### config.mk
export PLATFORM = sky130hd
export DESIGN_NAME = rxring_writer
export DESIGN_NICKNAME = d
export VERILOG_FILES = /design/src/rtl/rxring_pkg.sv /design/src/rtl/rxring_ctrl.sv /design/src/rtl/rxring_datapath.sv /design/src/rtl/rxring_writer.sv
export SDC_FILE = /design/constraint.sdc
export NUM_CORES = 1
export LEC_CHECK = 0
export BUFFER_PORTS_ARGS = -buffer_cell sky130_fd_sc_hd__buf_2
export CAP_MARGIN = 20
export CORE_UTILIZATION = 44
export CTS_BUF_LIST = sky130_fd_sc_hd__clkbuf_16
export DETAILED_ROUTE_END_ITERATION = 16
export GPL_TIMING_DRIVEN = 0
export HOLD_SLACK_MARGIN = 0.08
export PLACE_DENSITY = 0.65
export REMOVE_ABC_BUFFERS = 1
export SYNTH_ARGS = -nofsm -noshare
export SYNTH_HDL_FRONTEND = slang
export SYNTH_SLANG_ARGS = --single-unit
export TNS_END_PERCENT = 5
### constraint.sdc
create_clock -name clk -period 11.5 [get_ports clk]
set_input_delay 1.725 -clock clk [delete_from_list [all_inputs] [get_ports clk]]
set_output_delay 1.725 -clock clk [all_outputs]
set_load 0.02 [all_outputs]
### src/rtl/rxring_pkg.sv
package rxring_pkg;

  typedef enum logic [3:0] {
    S_IDLE, S_DESC_LO, S_DESC_HI, S_FILL, S_DATA, S_LEN, S_STAT, S_NEXT, S_DROP
  } phase_t;

  typedef enum logic [2:0] {
    SEL_DESC_LO, SEL_DESC_HI, SEL_LEN, SEL_STAT, SEL_DATA
  } memsel_t;

  typedef struct packed {
    logic    req;
    logic    we;
    memsel_t sel;
    logic    startFrag;
    logic    ldLo;
    logic    ldHi;
    logic    takeByte;
    logic    clrWord;
    logic    advHead;
    logic    raiseOverrun;
    logic    raiseTimer;
  } strobe_t;

  // 0 means the code is not a usable size
  function automatic logic [15:0] decodeBufSize(input logic ext, input logic [1:0] code);
    if (!ext) return 16'd2048 >> code;
    if (code == 2'd0) return 16'd0;
    return 16'd32768 >> code;
  endfunction

endpackage

### src/rtl/rxring_ctrl.sv
module rxring_ctrl
  import rxring_pkg::*;
(
  input  logic    clk,
  input  logic    rstN,
  input  logic    pktValid,
  input  logic    pktLast,
  input  logic    rxEn,
  input  logic    sizeOk,
  input  logic    headEqTail,
  input  logic    closesWord,
  input  logic    fragEnd,
  input  logic    pktEnd,
  input  logic    memAck,
  output strobe_t stb,
  output logic    pktReady,
  output phase_t  phase
);

  phase_t nxt;

  always_ff @(posedge clk) begin
    if (!rstN) phase <= S_IDLE;
    else       phase <= nxt;
  end

  always_comb begin
    nxt      = phase;
    stb      = '0;
    stb.sel  = SEL_DESC_LO;
    pktReady = 1'b0;
    unique case (phase)
      S_IDLE: begin
        if (pktValid && rxEn && sizeOk) begin
          if (headEqTail) begin
            stb.raiseOverrun = 1'b1;
            nxt = S_DROP;
          end else begin
            stb.startFrag = 1'b1;
            nxt = S_DESC_LO;
          end
        end
      end
      S_DESC_LO: begin
        stb.req = 1'b1;
        stb.sel = SEL_DESC_LO;
        if (memAck) begin
          stb.ldLo = 1'b1;
          nxt = S_DESC_HI;
        end
      end
      S_DESC_HI: begin
        stb.req = 1'b1;
        stb.sel = SEL_DESC_HI;
        if (memAck) begin
          stb.ldHi = 1'b1;
          nxt = S_FILL;
        end
      end
      S_FILL: begin
        pktReady = 1'b1;
        if (pktValid) begin
          stb.takeByte = 1'b1;
          if (closesWord) nxt = S_DATA;
        end
      end
      S_DATA: begin
        stb.req = 1'b1;
        stb.we  = 1'b1;
        stb.sel = SEL_DATA;
        if (memAck) begin
          stb.clrWord = 1'b1;
          nxt = fragEnd ? S_LEN : S_FILL;
        end
      end
      S_LEN: begin
        stb.req = 1'b1;
        stb.we  = 1'b1;
        stb.sel = SEL_LEN;
        if (memAck) nxt = S_STAT;
      end
      S_STAT: begin
        stb.req = 1'b1;
        stb.we  = 1'b1;
        stb.sel = SEL_STAT;
        if (memAck) begin
          stb.advHead    = 1'b1;
          stb.raiseTimer = pktEnd;
          nxt = pktEnd ? S_IDLE : S_NEXT;
        end
      end
      S_NEXT: begin
        if (headEqTail) begin
          stb.raiseOverrun = 1'b1;
          nxt = S_DROP;
        end else begin
          stb.startFrag = 1'b1;
          nxt = S_DESC_LO;
        end
      end
      S_DROP: begin
        pktReady = 1'b1;
        if (pktValid && pktLast) nxt = S_IDLE;
      end
      default: nxt = S_IDLE;
    endcase
  end

endmodule

### src/rtl/rxring_datapath.sv
module rxring_datapath
  import rxring_pkg::*;
#(
  parameter int ADDR_W = 64,
  parameter int IDX_W  = 16
) (
  input  logic              clk,
  input  logic              rstN,
  input  strobe_t           stb,
  input  logic [15:0]       bufSize,
  input  logic [ADDR_W-1:0] ringBase,
  input  logic              cfgWe,
  input  logic [1:0]        cfgSel,
  input  logic [31:0]       cfgWdata,
  input  logic [7:0]        pktData,
  input  logic              pktLast,
  input  logic [31:0]       memRdata,
  output logic [ADDR_W-1:0] memAddr,
  output logic [31:0]       memWdata,
  output logic              headEqTail,
  output logic              closesWord,
  output logic              fragEnd,
  output logic              pktEnd,
  output logic [IDX_W-1:0]  headIdx,
  output logic [31:0]       ringLenBytes,
  output logic              evOverrun,
  output logic              evRxTimer
);

  localparam int          DESC_SHIFT = 4;
  localparam logic [31:0] LEN_MASK   = ((32'd1 << (IDX_W + DESC_SHIFT)) - 32'd1) & ~32'd127;
  localparam logic [31:0] ST_DONE    = 32'h1;
  localparam logic [31:0] ST_EOP     = 32'h2;
  localparam logic [31:0] ST_NOCSUM  = 32'h4;

  logic [IDX_W-1:0]  tailIdx, entries, headInc;
  logic [ADDR_W-1:0] bufAddr, descAddr;
  logic [15:0]       byteCnt, wordOff;
  logic [31:0]       wordAsm;

  assign entries    = ringLenBytes[IDX_W+DESC_SHIFT-1:DESC_SHIFT];
  assign headInc    = headIdx + IDX_W'(1);
  assign headEqTail = (headIdx == tailIdx);
  assign closesWord = (byteCnt[1:0] == 2'd3) || pktLast || (byteCnt + 16'd1 == bufSize);
  assign descAddr   = ringBase + (ADDR_W'(headIdx) << DESC_SHIFT);

  always_comb begin
    memAddr  = descAddr;
    memWdata = '0;
    unique case (stb.sel)
      SEL_DESC_LO: memAddr = descAddr;
      SEL_DESC_HI: memAddr = descAddr + ADDR_W'(4);
      SEL_LEN: begin
        memAddr  = descAddr + ADDR_W'(8);
        memWdata = 32'(byteCnt) + (pktEnd ? 32'd4 : 32'd0);
      end
      SEL_STAT: begin
        memAddr  = descAddr + ADDR_W'(12);
        memWdata = ST_DONE | ST_NOCSUM | (pktEnd ? ST_EOP : 32'd0);
      end
      SEL_DATA: begin
        memAddr  = bufAddr + ADDR_W'(wordOff);
        memWdata = wordAsm;
      end
      default: memAddr = descAddr;
    endcase
  end

  // ring registers: software write to head outranks the advance
  always_ff @(posedge clk) begin
    if (!rstN) begin
      ringLenBytes <= '0;
      headIdx      <= '0;
      tailIdx      <= '0;
    end else begin
      if (cfgWe && cfgSel == 2'd0) ringLenBytes <= cfgWdata & LEN_MASK;
      if (cfgWe && cfgSel == 2'd2) tailIdx <= cfgWdata[IDX_W-1:0];
      if (cfgWe && cfgSel == 2'd1)  headIdx <= cfgWdata[IDX_W-1:0];
      else if (stb.advHead)         headIdx <= (headInc == entries) ? '0 : headInc;
    end
  end

  always_ff @(posedge clk) begin
    if (!rstN) begin
      bufAddr   <= '0;
      byteCnt   <= '0;
      wordOff   <= '0;
      wordAsm   <= '0;
      fragEnd   <= 1'b0;
      pktEnd    <= 1'b0;
      evOverrun <= 1'b0;
      evRxTimer <= 1'b0;
    end else begin
      evOverrun <= stb.raiseOverrun;
      evRxTimer <= stb.raiseTimer;
      if (stb.ldLo) bufAddr[31:0] <= memRdata;
      if (stb.ldHi) bufAddr[ADDR_W-1:32] <= memRdata[ADDR_W-33:0];
      if (stb.startFrag) begin
        byteCnt <= '0;
        wordOff <= '0;
        wordAsm <= '0;
        fragEnd <= 1'b0;
        pktEnd  <= 1'b0;
      end else if (stb.takeByte) begin
        wordAsm[{byteCnt[1:0], 3'b000} +: 8] <= pktData;
        byteCnt <= byteCnt + 16'd1;
        fragEnd <= pktLast || (byteCnt + 16'd1 == bufSize);
        pktEnd  <= pktLast;
      end else if (stb.clrWord) begin
        wordAsm <= '0;
        wordOff <= wordOff + 16'd4;
      end
    end
  end

endmodule

### src/rtl/rxring_writer.sv
module rxring_writer
  import rxring_pkg::*;
#(
  parameter int ADDR_W = 64,
  parameter int IDX_W  = 16
) (
  input  logic              clk,
  input  logic              rstN,
  input  logic [31:0]       rxCtrl,
  input  logic [ADDR_W-1:0] ringBase,
  input  logic              cfgWe,
  input  logic [1:0]        cfgSel,
  input  logic [31:0]       cfgWdata,
  input  logic              pktValid,
  input  logic [7:0]        pktData,
  input  logic              pktLast,
  output logic              pktReady,
  output logic              memReq,
  output logic              memWe,
  output logic [ADDR_W-1:0] memAddr,
  output logic [31:0]       memWdata,
  input  logic [31:0]       memRdata,
  input  logic              memAck,
  output logic [IDX_W-1:0]  headIdx,
  output logic [31:0]       ringLenBytes,
  output logic              evOverrun,
  output logic              evRxTimer
);

  localparam int EN_BIT   = 1;
  localparam int CODE_LSB = 16;
  localparam int EXT_BIT  = 25;

  strobe_t     stb;
  phase_t      phase;
  logic [15:0] bufSize;
  logic        headEqTail, closesWord, fragEnd, pktEnd;

  assign bufSize = decodeBufSize(rxCtrl[EXT_BIT], rxCtrl[CODE_LSB+1:CODE_LSB]);
  assign memReq  = stb.req;
  assign memWe   = stb.we;

  rxring_ctrl u_ctrl (
    .clk(clk), .rstN(rstN), .pktValid(pktValid), .pktLast(pktLast),
    .rxEn(rxCtrl[EN_BIT]), .sizeOk(bufSize != 16'd0), .headEqTail(headEqTail),
    .closesWord(closesWord), .fragEnd(fragEnd), .pktEnd(pktEnd), .memAck(memAck),
    .stb(stb), .pktReady(pktReady), .phase(phase)
  );

  rxring_datapath #(.ADDR_W(ADDR_W), .IDX_W(IDX_W)) u_dp (
    .clk(clk), .rstN(rstN), .stb(stb), .bufSize(bufSize), .ringBase(ringBase),
    .cfgWe(cfgWe), .cfgSel(cfgSel), .cfgWdata(cfgWdata), .pktData(pktData),
    .pktLast(pktLast), .memRdata(memRdata), .memAddr(memAddr), .memWdata(memWdata),
    .headEqTail(headEqTail), .closesWord(closesWord), .fragEnd(fragEnd),
    .pktEnd(pktEnd), .headIdx(headIdx), .ringLenBytes(ringLenBytes),
    .evOverrun(evOverrun), .evRxTimer(evRxTimer)
  );

endmodule

==> impl_metrics.csv, run 1 <==
group,metric,value,unit
clocking,post_cts_buffers,0,
pwr,clock_power_share,34.3,%
worst_setup_path,path_max_fanout,10,
place,post-place-ws,3.09,ns
pwr,p_per_area,87.2,mW/mm^2
yosys,synth-seq-cells,179,
flow_run,drv_cap,0,
layout,syn2layout_area_growth,13.1,%
clocking,clk_pin_slew,0.07,ns
yosys,postSynthAreaPerCell,7.12,um^2
status,status,"finished clean",
yosys,yosysSeqAreaShare,20.9,%
clocking,cts_hold_buf,0,
clocking,cts_max_path_buffers,2,
clocking,root_buffer,"clkbuf_16",
clocking,cts_resized,0,
place,place_inst,3056,
yosys,synth_area,0.0171,mm^2
place,port_buffers,265,
pwr,switching_share,34.6,%
layout,finalNetCount,2783,
layout,final_common_cell,"nand2_1",
sta,hold_viol,0,
pwr,ir_drop,0.000117,V
clocking,clock_latency,0.47,ns
sta,slew_viol_final,0,
global_routing,grt_pass1_vias,17650,
detailed_routing,via_per_inst,6.20,
yosys,syn-instance-count,2405,
sta,slew_headroom,22.5,%
yosys,ys.flop_type,"dfxtp_1",
global_routing,grt_max_degree,63,
die,die_w,199,um
layout,final_util,51.0,%
sta,setup_slack,2.88,ns
sta,fin_skew,0.0113,ns
clocking,htree_num_levels,4,
clocking,cts_tree,"done",
clocking,clock_sinks,179,
global_routing,grt_overflow_total,0,
detailed_routing,drt_iter0_markers,1694,
sta,worst_pin_slew,1.16,ns
pwr,p_switching,0.585,mW
worst_setup_path,critPathKind,"input pin to primary output",
clocking,cts_buffers,17,
sta,fmax,116,MHz
pwr,total_power,1.69,mW
detailed_routing,vias,19202,
sta,rsz0062_at_grt,"no",
die,coreArea,0.0379,mm^2
sta,fin_tns_setup,0,ns
sta,min_period,8.62,ns
pwr,p_seq_share,39.3,%
yosys,async_flop_share,0,%
detailed_routing,routedWlPerCell,21.8,um
min_path,hold_path_class,"flop to flop",
die,rows,71,
sta,period_share,75.0,%
pwr,p_leak,7.07,nW
worst_setup_path,cp-start-kind,"input pin",
sta,setup_viol,0,
detailed_routing,drc,0,
pwr,p_int,1.10,mW
die,ios,325,
detailed_routing,drt_wl_total,67.6,mm
global_routing,antenna_found_initial,14,
layout,fill_cells,3869,
yosys,synth_cell_types,102,
yosys,synth_warnings,0,
layout,fin_cells,3095,
die,dieArea,0.0397,mm^2
place,dp_hpwl,53.2,mm
die,initial_core_util,45.1,%
die,fp.dieH,199,um
global_routing,grt_pass1_wl,102,mm
global_routing,grt_usage,33.4,%
pwr,p_comb_share,26.5,%
place,gp_congestion,1.00,
worst_setup_path,critPathRequiredTime,9.78,ns
worst_setup_path,worstPathArrival,6.90,ns
layout,layout_common_cells,"nand2_1, buf_2, nor2_1, dfxtp_1, xnor2_1",
detailed_routing,drtPass1Iterations,5,
layout,drive_gt1_share,14.8,%
worst_setup_path,end_kind,"primary output",
detailed_routing,antenna_left,0,
yosys,synth_edf_count,0,
-- cells in the mapped netlist, types with 13 or more instances --
cell type / count / area share, %
nor3b_1: 14 / 0.61
nand3_1: 104 / 3.0
and2_1: 32 / 1.2
inv_1: 30 / 0.66
nor3_1: 75 / 2.2
ha_1: 40 / 2.9
or3_1: 18 / 0.66
xnor2_1: 129 / 6.6
and4_1: 16 / 0.82
o22ai_1: 19 / 0.69
nand4_1: 58 / 2.1
a31oi_1: 23 / 0.84
buf_2: 19 / 0.56
a22oi_1: 54 / 2.4
nor4_1: 29 / 1.1
nor2b_1: 24 / 0.88
nand2b_1: 15 / 0.55
o21ai_0: 116 / 3.4
o211ai_1: 30 / 1.3
buf_4: 22 / 0.96
a21boi_0: 99 / 4.3
dfxtp_1: 179 / 21
a21o_1: 24 / 1.1
a211oi_1: 29 / 1.3
a21oi_1: 100 / 2.9
or2_2: 13 / 0.48
nand2_1: 365 / 8.0
a211o_1: 13 / 0.67
xor2_1: 93 / 4.8
nor2_1: 219 / 4.8
and3_1: 62 / 2.3
clkbuf_1: 122 / 2.7
-- flip-flops by register name, indices dropped and copies added (netlist names) --
signal	count
u_dp.fragEnd	1
u_dp.evOverrun	1
u_ctrl.phase	4
u_dp.tailIdx	16
u_dp.evRxTimer	1
u_dp.byteCnt	16
u_dp.bufAddr	64
u_dp.wordOff	14
u_dp.headIdx	16
u_dp.wordAsm	32
u_dp.ringLenBytes	13
u_dp.pktEnd	1
-- routing by layer --
layer / GRT usage (%) / vias up / share of wire (%)
met5: 0 / - / 0.12
li1: - / 9064 / -
met4: 15.2 / 12 / 4.4
met3: 6.82 / 164 / 8.6
met2: 53.9 / 906 / 45
met1: 42.7 / 9056 / 42
-- logic make-up (layout without fill, tap and decap cells) --
family / count (synthesis) / count (layout) / synth area share (%)
flip-flops: 179 / 179 / 20.9
AO/OA/AOI/OAI: 642 / 642 / 26.2
multiplexers: 13 / 13 / 0.775
AND/OR/NAND/NOR: 1107 / 1107 / 32.2
buffers and inverters: 196 / 350 / 5.01
other: 1 / 26 / 0.0219
XOR/XNOR: 224 / 224 / 11.6
adder cells (fa/ha/maj): 43 / 43 / 3.28
-- worst max-delay path, stage by stage --
cell      delay [ns]
buf_2           0.11
ha_1            0.23
fa_1            0.43
a211oi_2        0.43
o21ai_2         0.20
o21ai_0         0.24
xor2_1          0.24
nor4_2          0.60
nand3_1         0.43
nor2_1          0.84
nand3_1         0.32
a21oi_1         0.23
nor2_1          0.05
o32ai_1         0.54
buf_2           0.27
-- final timing paths --
check                                      from         endpoint  slack (ns)  cells past startpoint
worst min-delay path            u_dp.bufAddr[4]  u_dp.bufAddr[4]        0.47                      2
worst max register to register  u_dp.headIdx[4]  u_dp.headIdx[2]        7.19                     11
worst min register to register  u_dp.bufAddr[4]  u_dp.bufAddr[4]        0.47                      2
worst max-delay path                ringBase[4]      memAddr[30]        2.88                     15
-- layout make-up --
cell class	count	area [um^2]	area share [%]
multi-input combinational	2048	12800	66.1
antenna	7	17.5	0.0905
timing repair buffer	288	1650	8.52
inverter	30	113	0.582
clock inverter	15	140	0.724
tap	511	639	3.30
sequential	179	3580	18.5
clock buffer	17	425	2.20
-- power by group through the flow --
stage / sequential, mW / clock [mW] / combinational [mW]
global route: 0.665 / 0.616 / 0.479
floorplan: 0.672 / 0 / 0.255
CTS: 0.662 / 0.591 / 0.439
finish: 0.663 / 0.579 / 0.447
detailed placement: 0.676 / 0 / 0.437
global placement: 0.675 / 0 / 0.419
-- through the flow --
stage          cell area [um^2]  hold WS (ns)
6_report                  19400         0.469
3_3_place_gp              18400         0.457
2_1_floorplan             16400         0.443
5_1_grt                   19400         0.498
3_5_place_dp              18800         0.466
4_1_cts                   19300         0.474
Power figures use the tool's default switching activity.
==> run 2: changes to the inputs <==
PLACE_DENSITY = 0.67   (was 0.65)
clock period = 6.95 ns   (was 11.5 ns; I/O delays follow)
==> impl_metrics.csv, run 2 (synthesis gave the netlist of run 1 again) <==
group,metric,value,unit
status,status,"finished clean",
global_routing,grt_overflow_total,0,
sta,setup_viol,0,
sta,hold_viol,0,
detailed_routing,drc,0,
place,placed_cell_area,0.0188,mm^2
layout,regMostFlops,"u_dp.bufAddr",
die,coreArea,0.0379,mm^2
worst_setup_path,critPathKind,"input pin to primary output",
sta,slew_viol_final,0,
layout,drive_gt1_share,15.3,%
pwr,p_per_area,147,mW/mm^2
worst_setup_path,slowest_stage,"or4_1",
clocking,clock_latency,0.47,ns
global_routing,grt_usage,33.2,%
min_path,hold_path_class,"flop to flop",
clocking,clk_pin_slew,0.07,ns
layout,final_common_cell,"nand2_1",
clocking,post_cts_buffers,0,
sta,min_period,6.88,ns
layout,layout_common_cells,"nand2_1, buf_2, nor2_1, dfxtp_1, xnor2_1",
die,ios,325,
detailed_routing,via_per_inst,6.20,
pwr,p_leak,7.11,nW
die,dieArea,0.0397,mm^2
global_routing,grt_pass1_vias,17446,
sta,slew_headroom,24.8,%
layout,finalNetCount,2782,
clocking,root_buffer,"clkbuf_16",
global_routing,grt_pass1_wl,101,mm
clocking,cts_hold_buf,0,
layout,reg_top3,"u_dp.bufAddr (64), u_dp.wordAsm (32)",
place,gp_congestion,0.986,
clocking,htree_num_levels,4,
worst_setup_path,cp_cell_sequence,"buf_2 > ha_1 > fa_1 > a211oi_2 > o21a_1 > nor2_1 > o31ai_2 > o22ai_1 > nor4_4 > nand2_1 > or4_1 > or4_1 > a22oi_1 > o211ai_1 > buf_2",
die,rows,71,
detailed_routing,wl_met1,27.8,mm
clocking,cts_tree,"done",
detailed_routing,drt_wl_total,67.0,mm
sta,rsz0062_at_grt,"yes",
detailed_routing,dr_wl_met3,6.00,mm
detailed_routing,vias,19215,
detailed_routing,highest_layer,"met5",
sta,worst_pin_slew,1.13,ns
place,port_buffers,265,
global_routing,grt_max_degree,62,
detailed_routing,routedWlPerCell,21.6,um
die,initial_core_util,45.1,%
detailed_routing,drtPass1Iterations,5,
worst_setup_path,end_kind,"primary output",
detailed_routing,drt_iter0_markers,1851,
pwr,ir_drop,0.000196,V
worst_setup_path,worstPathArrival,5.84,ns
layout,final_area,0.0195,mm^2
worst_setup_path,max_stage_delay,0.68,ns
sta,fin_skew,0.0104,ns
clocking,clock_sinks,179,
global_routing,antenna_found_initial,17,
place,dp_hpwl,52.5,mm
flow_run,drv_cap,0,
detailed_routing,wl_met2,30.2,mm
min_path,whs_path_depth,2,
clocking,cts_max_path_buffers,2,
sta,fmax,145,MHz
clocking,cts_buffers,17,
sta,period_share,99.0,%
worst_setup_path,path_max_fanout,6,
layout,largest_register_ffs,64,
detailed_routing,antenna_left,0,
sta,fin_worst_hold_slack,0.465,ns
die,die_w,199,um
worst_setup_path,critPathRequiredTime,5.91,ns
die,fp.dieH,199,um
layout,syn2layout_area_growth,13.9,%
worst_setup_path,worst-r2r-cell-count,11,
worst_setup_path,cp-start-kind,"input pin",
-- run 2: final timing paths --
check                           slack, ns       startpoint              end
worst max-delay path                 0.07      ringBase[4]      memAddr[46]
worst min register to register       0.47  u_dp.bufAddr[0]  u_dp.bufAddr[0]
worst min-delay path                 0.47  u_dp.bufAddr[0]  u_dp.bufAddr[0]
worst max register to register       2.63  u_dp.headIdx[3]  u_dp.headIdx[4]
-- run 2: final cells by class --
class | instances | area (um^2)
Tap cell | 511 | 639
Fill cell | 3836 | 18400
Clock inverter | 15 | 173
Multi-Input combinational cell | 2048 | 12900
Clock buffer | 17 | 425
Sequential cell | 179 | 3580
Antenna cell | 11 | 27.5
Inverter | 30 | 113
Timing Repair Buffer | 287 | 1650
-- run 2: report_power, final --
group	leakage [nW]	switching (mW)	total [mW]	internal, mW
registers	1.45	0.0454	1.10	1.05
clock network	0.302	0.432	1.02	0.591
logic	5.36	0.489	0.744	0.255
total	7.11	0.966	2.86	1.90
-- run 2: critical path, delay by kind of cell --
| kind | cells | cell delay [ns] |
|---|---|---|
| simple gates | 5 | 2.16 |
| fa+ha+maj | 2 | 0.66 |
| compound gates | 6 | 1.65 |
| buf+inv | 2 | 0.32 |
-- run 2: timing repair --
| item | 4_1_cts | 5_1_grt |
|---|---|---|
| setup endpoints to repair | 4 | 23 |
| pin swaps | 0 | 1 |
| hold endpoints to repair | 0 | 0 |
| gates cloned | 0 | 0 |
| gates resized for setup | 2 | 15 |
-- run 2: through the flow --
| stage | utilization [%] | total power [mW] | cells | setup TNS, ns | worst slack (ns) |
|---|---|---|---|---|---|
| 6_report | 51.4 | 2.86 | 3098 | 0 | 0.0667 |
| 3_5_place_dp | 49.5 | 1.84 | 3055 | -0.0992 | -0.0867 |
| 3_3_place_gp | 48.5 | 1.81 | 3033 | -188.85 | -2.56 |
| 5_1_grt | 51.4 | 2.98 | 3095 | -0.170 | -0.0775 |
| 2_1_floorplan | - | 1.53 | 2257 | 0 | 0.725 |
| 4_1_cts | 51.1 | 2.86 | 3087 | 0 | 0.0200 |
-- run 2: per-layer routing --
metal  global-route usage [%]  up-vias
met2                     52.2      874
met4                     15.2       12
met1                     43.1     9106
met3                     7.26      152
li1                         -     9071
met5                        0        -
